`config.mk`:
```
export PLATFORM = sky130hd
export DESIGN_NAME = llist_walker
export DESIGN_NICKNAME = d
export VERILOG_FILES = /design/src/rtl/llw_pkg.sv /design/src/rtl/llw_addr_gen.sv /design/src/rtl/llw_regfile.sv /design/src/rtl/llw_fsm.sv /design/src/rtl/llist_walker.sv
export SDC_FILE = /design/constraint.sdc
export NUM_CORES = 1
export LEC_CHECK = 0
export BUFFER_PORTS_ARGS = -buffer_cell sky130_fd_sc_hd__buf_2
export CAP_MARGIN = 20
export CORE_ASPECT_RATIO = 1.25
export CORE_MARGIN = 1
export CORE_UTILIZATION = 40
export DETAILED_ROUTE_END_ITERATION = 7
export PLACE_DENSITY = 0.78
export RECOVER_POWER = 25
export SLEW_MARGIN = 5
export SYNTH_ARGS = -nofsm -noshare
export SYNTH_HDL_FRONTEND = slang
export SYNTH_SLANG_ARGS = --single-unit
```
`constraint.sdc`:
```
create_clock -name clk -period 2.2 [get_ports clk]
set_input_delay 0.33 -clock clk [delete_from_list [all_inputs] [get_ports clk]]
set_output_delay 0.33 -clock clk [all_outputs]
set_load 0.05 [all_outputs]
```
`src/rtl/llw_pkg.sv`:
```
package llw_pkg;
  localparam int unsigned WORDS_PER_ITEM = 4;
  localparam int unsigned IDX_W = $clog2(WORDS_PER_ITEM);

  typedef enum logic [2:0] {
    ST_IDLE,
    ST_KICK,
    ST_WAIT,
    ST_REQ,
    ST_RSP
  } walk_state_e;
endpackage

```
`src/rtl/llw_addr_gen.sv`:
```
module llw_addr_gen
  import llw_pkg::*;
#(
  parameter int unsigned ADDR_W = 32
) (
  input  logic [ADDR_W-1:0] base,
  input  logic [IDX_W-1:0]  idx,
  output logic [ADDR_W-1:0] addr
);
  localparam logic [ADDR_W-1:0] ALIGN_MASK = ~{{(ADDR_W-2){1'b0}}, 2'b11};

  logic [ADDR_W-1:0] offset;

  always_comb begin
    offset = '0;
    offset[IDX_W+1:2] = idx;
    addr = (base & ALIGN_MASK) + offset;
  end
endmodule

```
`src/rtl/llw_regfile.sv`:
```
module llw_regfile
  import llw_pkg::*;
#(
  parameter int unsigned ADDR_W = 32
) (
  input  logic                                   clk,
  input  logic                                   rst_n,
  input  logic                                   load_init,
  input  logic [WORDS_PER_ITEM-1:0][ADDR_W-1:0]  init_words,
  input  logic                                   wr_en,
  input  logic [IDX_W-1:0]                       wr_idx,
  input  logic [ADDR_W-1:0]                      wr_data,
  output logic [WORDS_PER_ITEM-1:0][ADDR_W-1:0]  words
);
  for (genvar g = 0; g < WORDS_PER_ITEM; g++) begin : g_word
    always_ff @(posedge clk or negedge rst_n) begin
      if (!rst_n) begin
        words[g] <= '0;
      end else if (load_init) begin
        words[g] <= init_words[g];
      end else if (wr_en && (wr_idx == IDX_W'(g))) begin
        words[g] <= wr_data;
      end
    end
  end
endmodule

```
`src/rtl/llw_fsm.sv`:
```
module llw_fsm
  import llw_pkg::*;
#(
  parameter int unsigned ADDR_W = 32
) (
  input  logic              clk,
  input  logic              rst_n,
  input  logic              start,
  input  logic              blk_done,
  input  logic [ADDR_W-1:0] cur_next,
  input  logic              req_ready,
  input  logic              rsp_valid,
  input  logic              rsp_err,
  output logic              req_valid,
  output logic              rsp_ready,
  output logic              load_init,
  output logic              wr_en,
  output logic [IDX_W-1:0]  word_idx,
  output logic [ADDR_W-1:0] fetch_base,
  output logic              blk_start,
  output logic              chain_done,
  output logic              chain_err,
  output logic              busy
);
  localparam logic [IDX_W-1:0] LAST_IDX = IDX_W'(WORDS_PER_ITEM - 1);

  walk_state_e state;

  always_ff @(posedge clk or negedge rst_n) begin
    if (!rst_n) begin
      state      <= ST_IDLE;
      word_idx   <= '0;
      fetch_base <= '0;
      chain_done <= 1'b0;
      chain_err  <= 1'b0;
    end else begin
      chain_done <= 1'b0;
      unique case (state)
        ST_IDLE: begin
          if (start) begin
            state     <= ST_KICK;
            chain_err <= 1'b0;
          end
        end
        ST_KICK: state <= ST_WAIT;
        ST_WAIT: begin
          if (blk_done) begin
            if (cur_next == '0) begin
              chain_done <= 1'b1;
              state      <= ST_IDLE;
            end else begin
              fetch_base <= cur_next;
              word_idx   <= '0;
              state      <= ST_REQ;
            end
          end
        end
        ST_REQ: begin
          if (req_ready) state <= ST_RSP;
        end
        ST_RSP: begin
          if (rsp_valid) begin
            if (rsp_err) begin
              chain_err <= 1'b1;
              state     <= ST_IDLE;
            end else if (word_idx == LAST_IDX) begin
              state <= ST_KICK;
            end else begin
              word_idx <= word_idx + 1'b1;
              state    <= ST_REQ;
            end
          end
        end
        default: state <= ST_IDLE;
      endcase
    end
  end

  always_comb begin
    busy      = (state != ST_IDLE);
    load_init = (state == ST_IDLE) && start;
    req_valid = (state == ST_REQ);
    rsp_ready = (state == ST_RSP);
    wr_en     = rsp_ready && rsp_valid && !rsp_err;
    blk_start = (state == ST_KICK);
  end
endmodule

```
`src/rtl/llist_walker.sv`:
```
module llist_walker
  import llw_pkg::*;
#(
  parameter int unsigned ADDR_W = 32
) (
  input  logic              clk,
  input  logic              rst_n,
  input  logic              start,
  input  logic [ADDR_W-1:0] init_src,
  input  logic [ADDR_W-1:0] init_dst,
  input  logic [ADDR_W-1:0] init_next,
  input  logic [ADDR_W-1:0] init_ctrl,
  input  logic              blk_done,
  output logic              rd_req_valid,
  input  logic              rd_req_ready,
  output logic [ADDR_W-1:0] rd_req_addr,
  input  logic              rd_rsp_valid,
  output logic              rd_rsp_ready,
  input  logic [ADDR_W-1:0] rd_rsp_data,
  input  logic              rd_rsp_err,
  output logic [ADDR_W-1:0] cur_src,
  output logic [ADDR_W-1:0] cur_dst,
  output logic [ADDR_W-1:0] cur_next,
  output logic [ADDR_W-1:0] cur_ctrl,
  output logic              blk_start,
  output logic              chain_done,
  output logic              chain_err,
  output logic              busy
);
  logic [WORDS_PER_ITEM-1:0][ADDR_W-1:0] init_words;
  logic [WORDS_PER_ITEM-1:0][ADDR_W-1:0] words;
  logic                                  load_init;
  logic                                  wr_en;
  logic [IDX_W-1:0]                      word_idx;
  logic [ADDR_W-1:0]                     fetch_base;

  // word order in an item: source, destination, next pointer, control
  assign init_words = {init_ctrl, init_next, init_dst, init_src};
  assign cur_src    = words[0];
  assign cur_dst    = words[1];
  assign cur_next   = words[2];
  assign cur_ctrl   = words[3];

  llw_fsm #(.ADDR_W(ADDR_W)) u_fsm (
    .clk        (clk),
    .rst_n      (rst_n),
    .start      (start),
    .blk_done   (blk_done),
    .cur_next   (cur_next),
    .req_ready  (rd_req_ready),
    .rsp_valid  (rd_rsp_valid),
    .rsp_err    (rd_rsp_err),
    .req_valid  (rd_req_valid),
    .rsp_ready  (rd_rsp_ready),
    .load_init  (load_init),
    .wr_en      (wr_en),
    .word_idx   (word_idx),
    .fetch_base (fetch_base),
    .blk_start  (blk_start),
    .chain_done (chain_done),
    .chain_err  (chain_err),
    .busy       (busy)
  );

  llw_addr_gen #(.ADDR_W(ADDR_W)) u_addr (
    .base (fetch_base),
    .idx  (word_idx),
    .addr (rd_req_addr)
  );

  llw_regfile #(.ADDR_W(ADDR_W)) u_regs (
    .clk        (clk),
    .rst_n      (rst_n),
    .load_init  (load_init),
    .init_words (init_words),
    .wr_en      (wr_en),
    .wr_idx     (word_idx),
    .wr_data    (rd_rsp_data),
    .words      (words)
  );
endmodule

```
==> results.md <==
- Final WL: 28000 µm
- Max transition margin: 28.3%
- Mean post-synth cell area: 10.7 µm²
- CTS tree: built
- Number of DRC markers in iteration 0: 462
- Initial Util: 40.7%
- Leakage: 5.91 nW
- # IOs: 333
- Critical path arrival: 2.39 ns
- Setup TNS: -9.24 ns
- Final GP Congestion: 0.858
- RSZ-0062 raised after global routing: yes
- #FFs+latches synth: 165
- First-pass DRT Iterations: 5
- Die Y: 162 µm
- FFs w/ async S/R, synth: 100%
- Root Driver: clkbuf_16
- Final Max Slew Viols: 0
- Worst-Skew Late Latency: 0.43 ns
- Fmax: 0.368 GHz
- Top FF cell, synth: dfrtp_1
- Synth area leaders: dfrtp_1 (50%), mux2i_1 (12%), nand2_1 (8.0%), o21ai_0 (3.1%), o21ai_1 (2.9%)
- Post-synth EDFFs: 0
- Final HPWL DP: 20000 µm
- Post-route clock period utilization: 124%
- Peak VDD IR: 0.878 mV
- Outcome: complete, but fails checks
- FP Rows: 58
- Largest net degree at the start of global routing: 71
- Yosys top cell by area: dfrtp_1
- Crit path launch type: flip-flop
- Crit Path Max Fanout: 5
- Total number of vias: 7487
- Pwr dens: 1730 nW/µm²
- Non-Filler Instances: 1440
- Global-route wire length before repair: 40700 µm
- Placed cell count: 1381
- Vias in the first global route: 7337
- Footprint of the multi-input gates: 4300 µm²
- Worst EP required: 1.87 ns
- PnR worst setup slack: -0.517 ns
- Post-Synthesis Cell Area: 8180 µm²
- Filler cells: 1712
- Hold Vio Cnt, Final: 0
- Final ANT Viol Nets: 0
- Area Overhead vs Synth: 46.1%
- Final min period: 2.72 ns
- Register area share after synthesis: 50.5%
- Max cap viols: 0
- Die W: 130 µm
- Failing checks: negative setup slack
- Fraction of layout instances using a drive strength above 1: 45.9%
- Final core occ: 59.5%
- Synth cell types: 51
- Final setup violation count: 28
- Synth top area share: 50.5%
- Reg clk slew, reported paths: 0.07 ns
- WL/cell: 19.4 µm
- # port buffers: 330
- GRT overflow: 0
- Clock sink count: 165
- DR vias/cell: 5.20
- YS warnings: 0
- Initial antenna violation count: 4
- FF+latch area: 4130 µm²
- Gr usage total: 26.0%
- Kind of critical path: flip-flop to primary output
- Pre-CTS setup slack: -0.429 ns
- Worst Tran Pin Value: 1.08 ns
- Core Region: 20100 µm²
- DRC errors left: 0
- Crit. End Element: primary output
- Cells after Synth: 767
- Deepest clock path buffer count: 2
- Die ar.: 21000 µm²
- Cts bufs inserted: 17
- Htree depth: 4
- Skew final: 0.0120 ns
- Fin nets: 1328
- Worst Hold Class: primary input to flip-flop
-- report_power, final --
group	total, mW	switching (mW)	leakage, nW	internal [mW]
Combinational	12.2	8.44	3.57	3.79
Sequential	5.48	1.04	2.06	4.44
Clock	2.99	1.29	0.277	1.70
-- state kept, by name, summed over array words and instances, names as in the netlist --
register          cells
u_fsm.fetch_base     30
u_fsm.chain_err       1
u_regs.words        128
u_fsm.chain_done      1
u_fsm.word_idx        2
u_fsm.state           3
-- area by class of cell --
| cell class | count | share of cell area [%] |
|---|---|---|
| Multi-Input combinational cell | 549 | 36.0 |
| Sequential cell | 165 | 34.5 |
| Timing Repair Buffer | 415 | 21.5 |
| Clock buffer | 21 | 4.02 |
| Tap cell | 270 | 2.83 |
| Clock inverter | 11 | 0.952 |
| Inverter | 6 | 0.188 |
| Antenna cell | 3 | 0.0628 |
-- synth_stat cells, types with 2 or more instances --
cell type  count
nand4_1       12
clkbuf_1      10
a31oi_2        3
dfrtp_1      165
inv_1          5
nand2_1      175
nand2b_1       2
buf_2         16
mux2i_1       97
buf_4         11
o21ai_1       48
mux2_2        17
nor4_1         9
nor4b_4        2
ha_1           6
and4_1         4
o21ai_0       50
a21oi_1        2
xnor2_1       24
nor2_1         5
mux2_4        13
a31oi_1        3
buf_8          2
a22oi_1       32
nor3_1         2
nand3_1       10
xor2_1         4
and3_1         4
nor2b_1        3
buf_6          9
nor3b_1        2
-- final timing paths --
check,startpoint,end,slack (ns),depth (start not counted)
min,init_next[23],u_regs.words[87],0.12,3
max in group asynchronous,rst_n,u_fsm.fetch_base[26],0.34,3
min reg2reg,u_regs.words[4],u_regs.words[4],0.47,2
min in group asynchronous,rst_n,u_regs.words[23],0.63,2
max,u_fsm.word_idx[1],rd_req_addr[29],-0.52,7
max reg2reg,u_fsm.state[1],u_regs.words[76],0.04,7
-- cell families after synthesis --
family / synth area share (%)
buf+inv: 4.39
mux: 16.6
compound gates: 10.6
flops: 50.5
xor+xnor: 3.00
fa+ha+maj: 1.16
simple gates: 13.7
other cells: 0.0458
-- per-layer routing --
metal,wire [µm],GRT usage (%),up-vias
li1,-,-,3473
met1,11700,34.4,3666
met2,14100,41.4,292
met3,1400,4.97,54
met4,813,11.0,2
met5,13,0,-
-- worst max-delay path, cell delays in order (launching register included) --
cell and delay [ns]:
dfrtp_1 0.41, ha_1 0.30, a21o_1 0.16, nor4b_4 0.32
buf_6 0.18, nand4_1 0.21, xnor2_4 0.23, buf_6 0.17
-- cells in the final DEF, fill, tap and decap left out, types with 6 or more instances in the layout --
cell type,n
o21ai_0,50
buf_2,301
dfrtp_1,165
xnor2_4,18
clkbuf_16,17
nand2_1,169
a22oi_1,32
mux2i_1,97
mux2_4,13
buf_4,70
buf_12,6
o21ai_1,48
nand4_1,12
mux2_2,17
buf_6,35
nor4_1,9
-- through the flow --
stage | hold WS [ns] | instance area [µm²] | power, mW
final | 0.116 | 12000 | 20.7
after global routing | 0.124 | 12000 | 21.7
after CTS | 0.100 | 11800 | 20.6
after detailed placement | 0.271 | 10800 | 17.2
after global placement | 0.269 | 10800 | 16.9
after floorplan | 0.0344 | 8560 | 13.9
-- what timing repair did --
| item | CTS | global route |
|---|---|---|
| pin swaps | 19 | 21 |
| buffers inserted | 12 | 9 |
| setup endpoints to repair | 27 | 45 |
| resized for setup | 74 | 27 |
| hold buffers | 1 | 0 |
| hold endpoints to repair | 37 | 0 |
| cloned | 1 | 1 |
(Power assumes the default switching activity.)
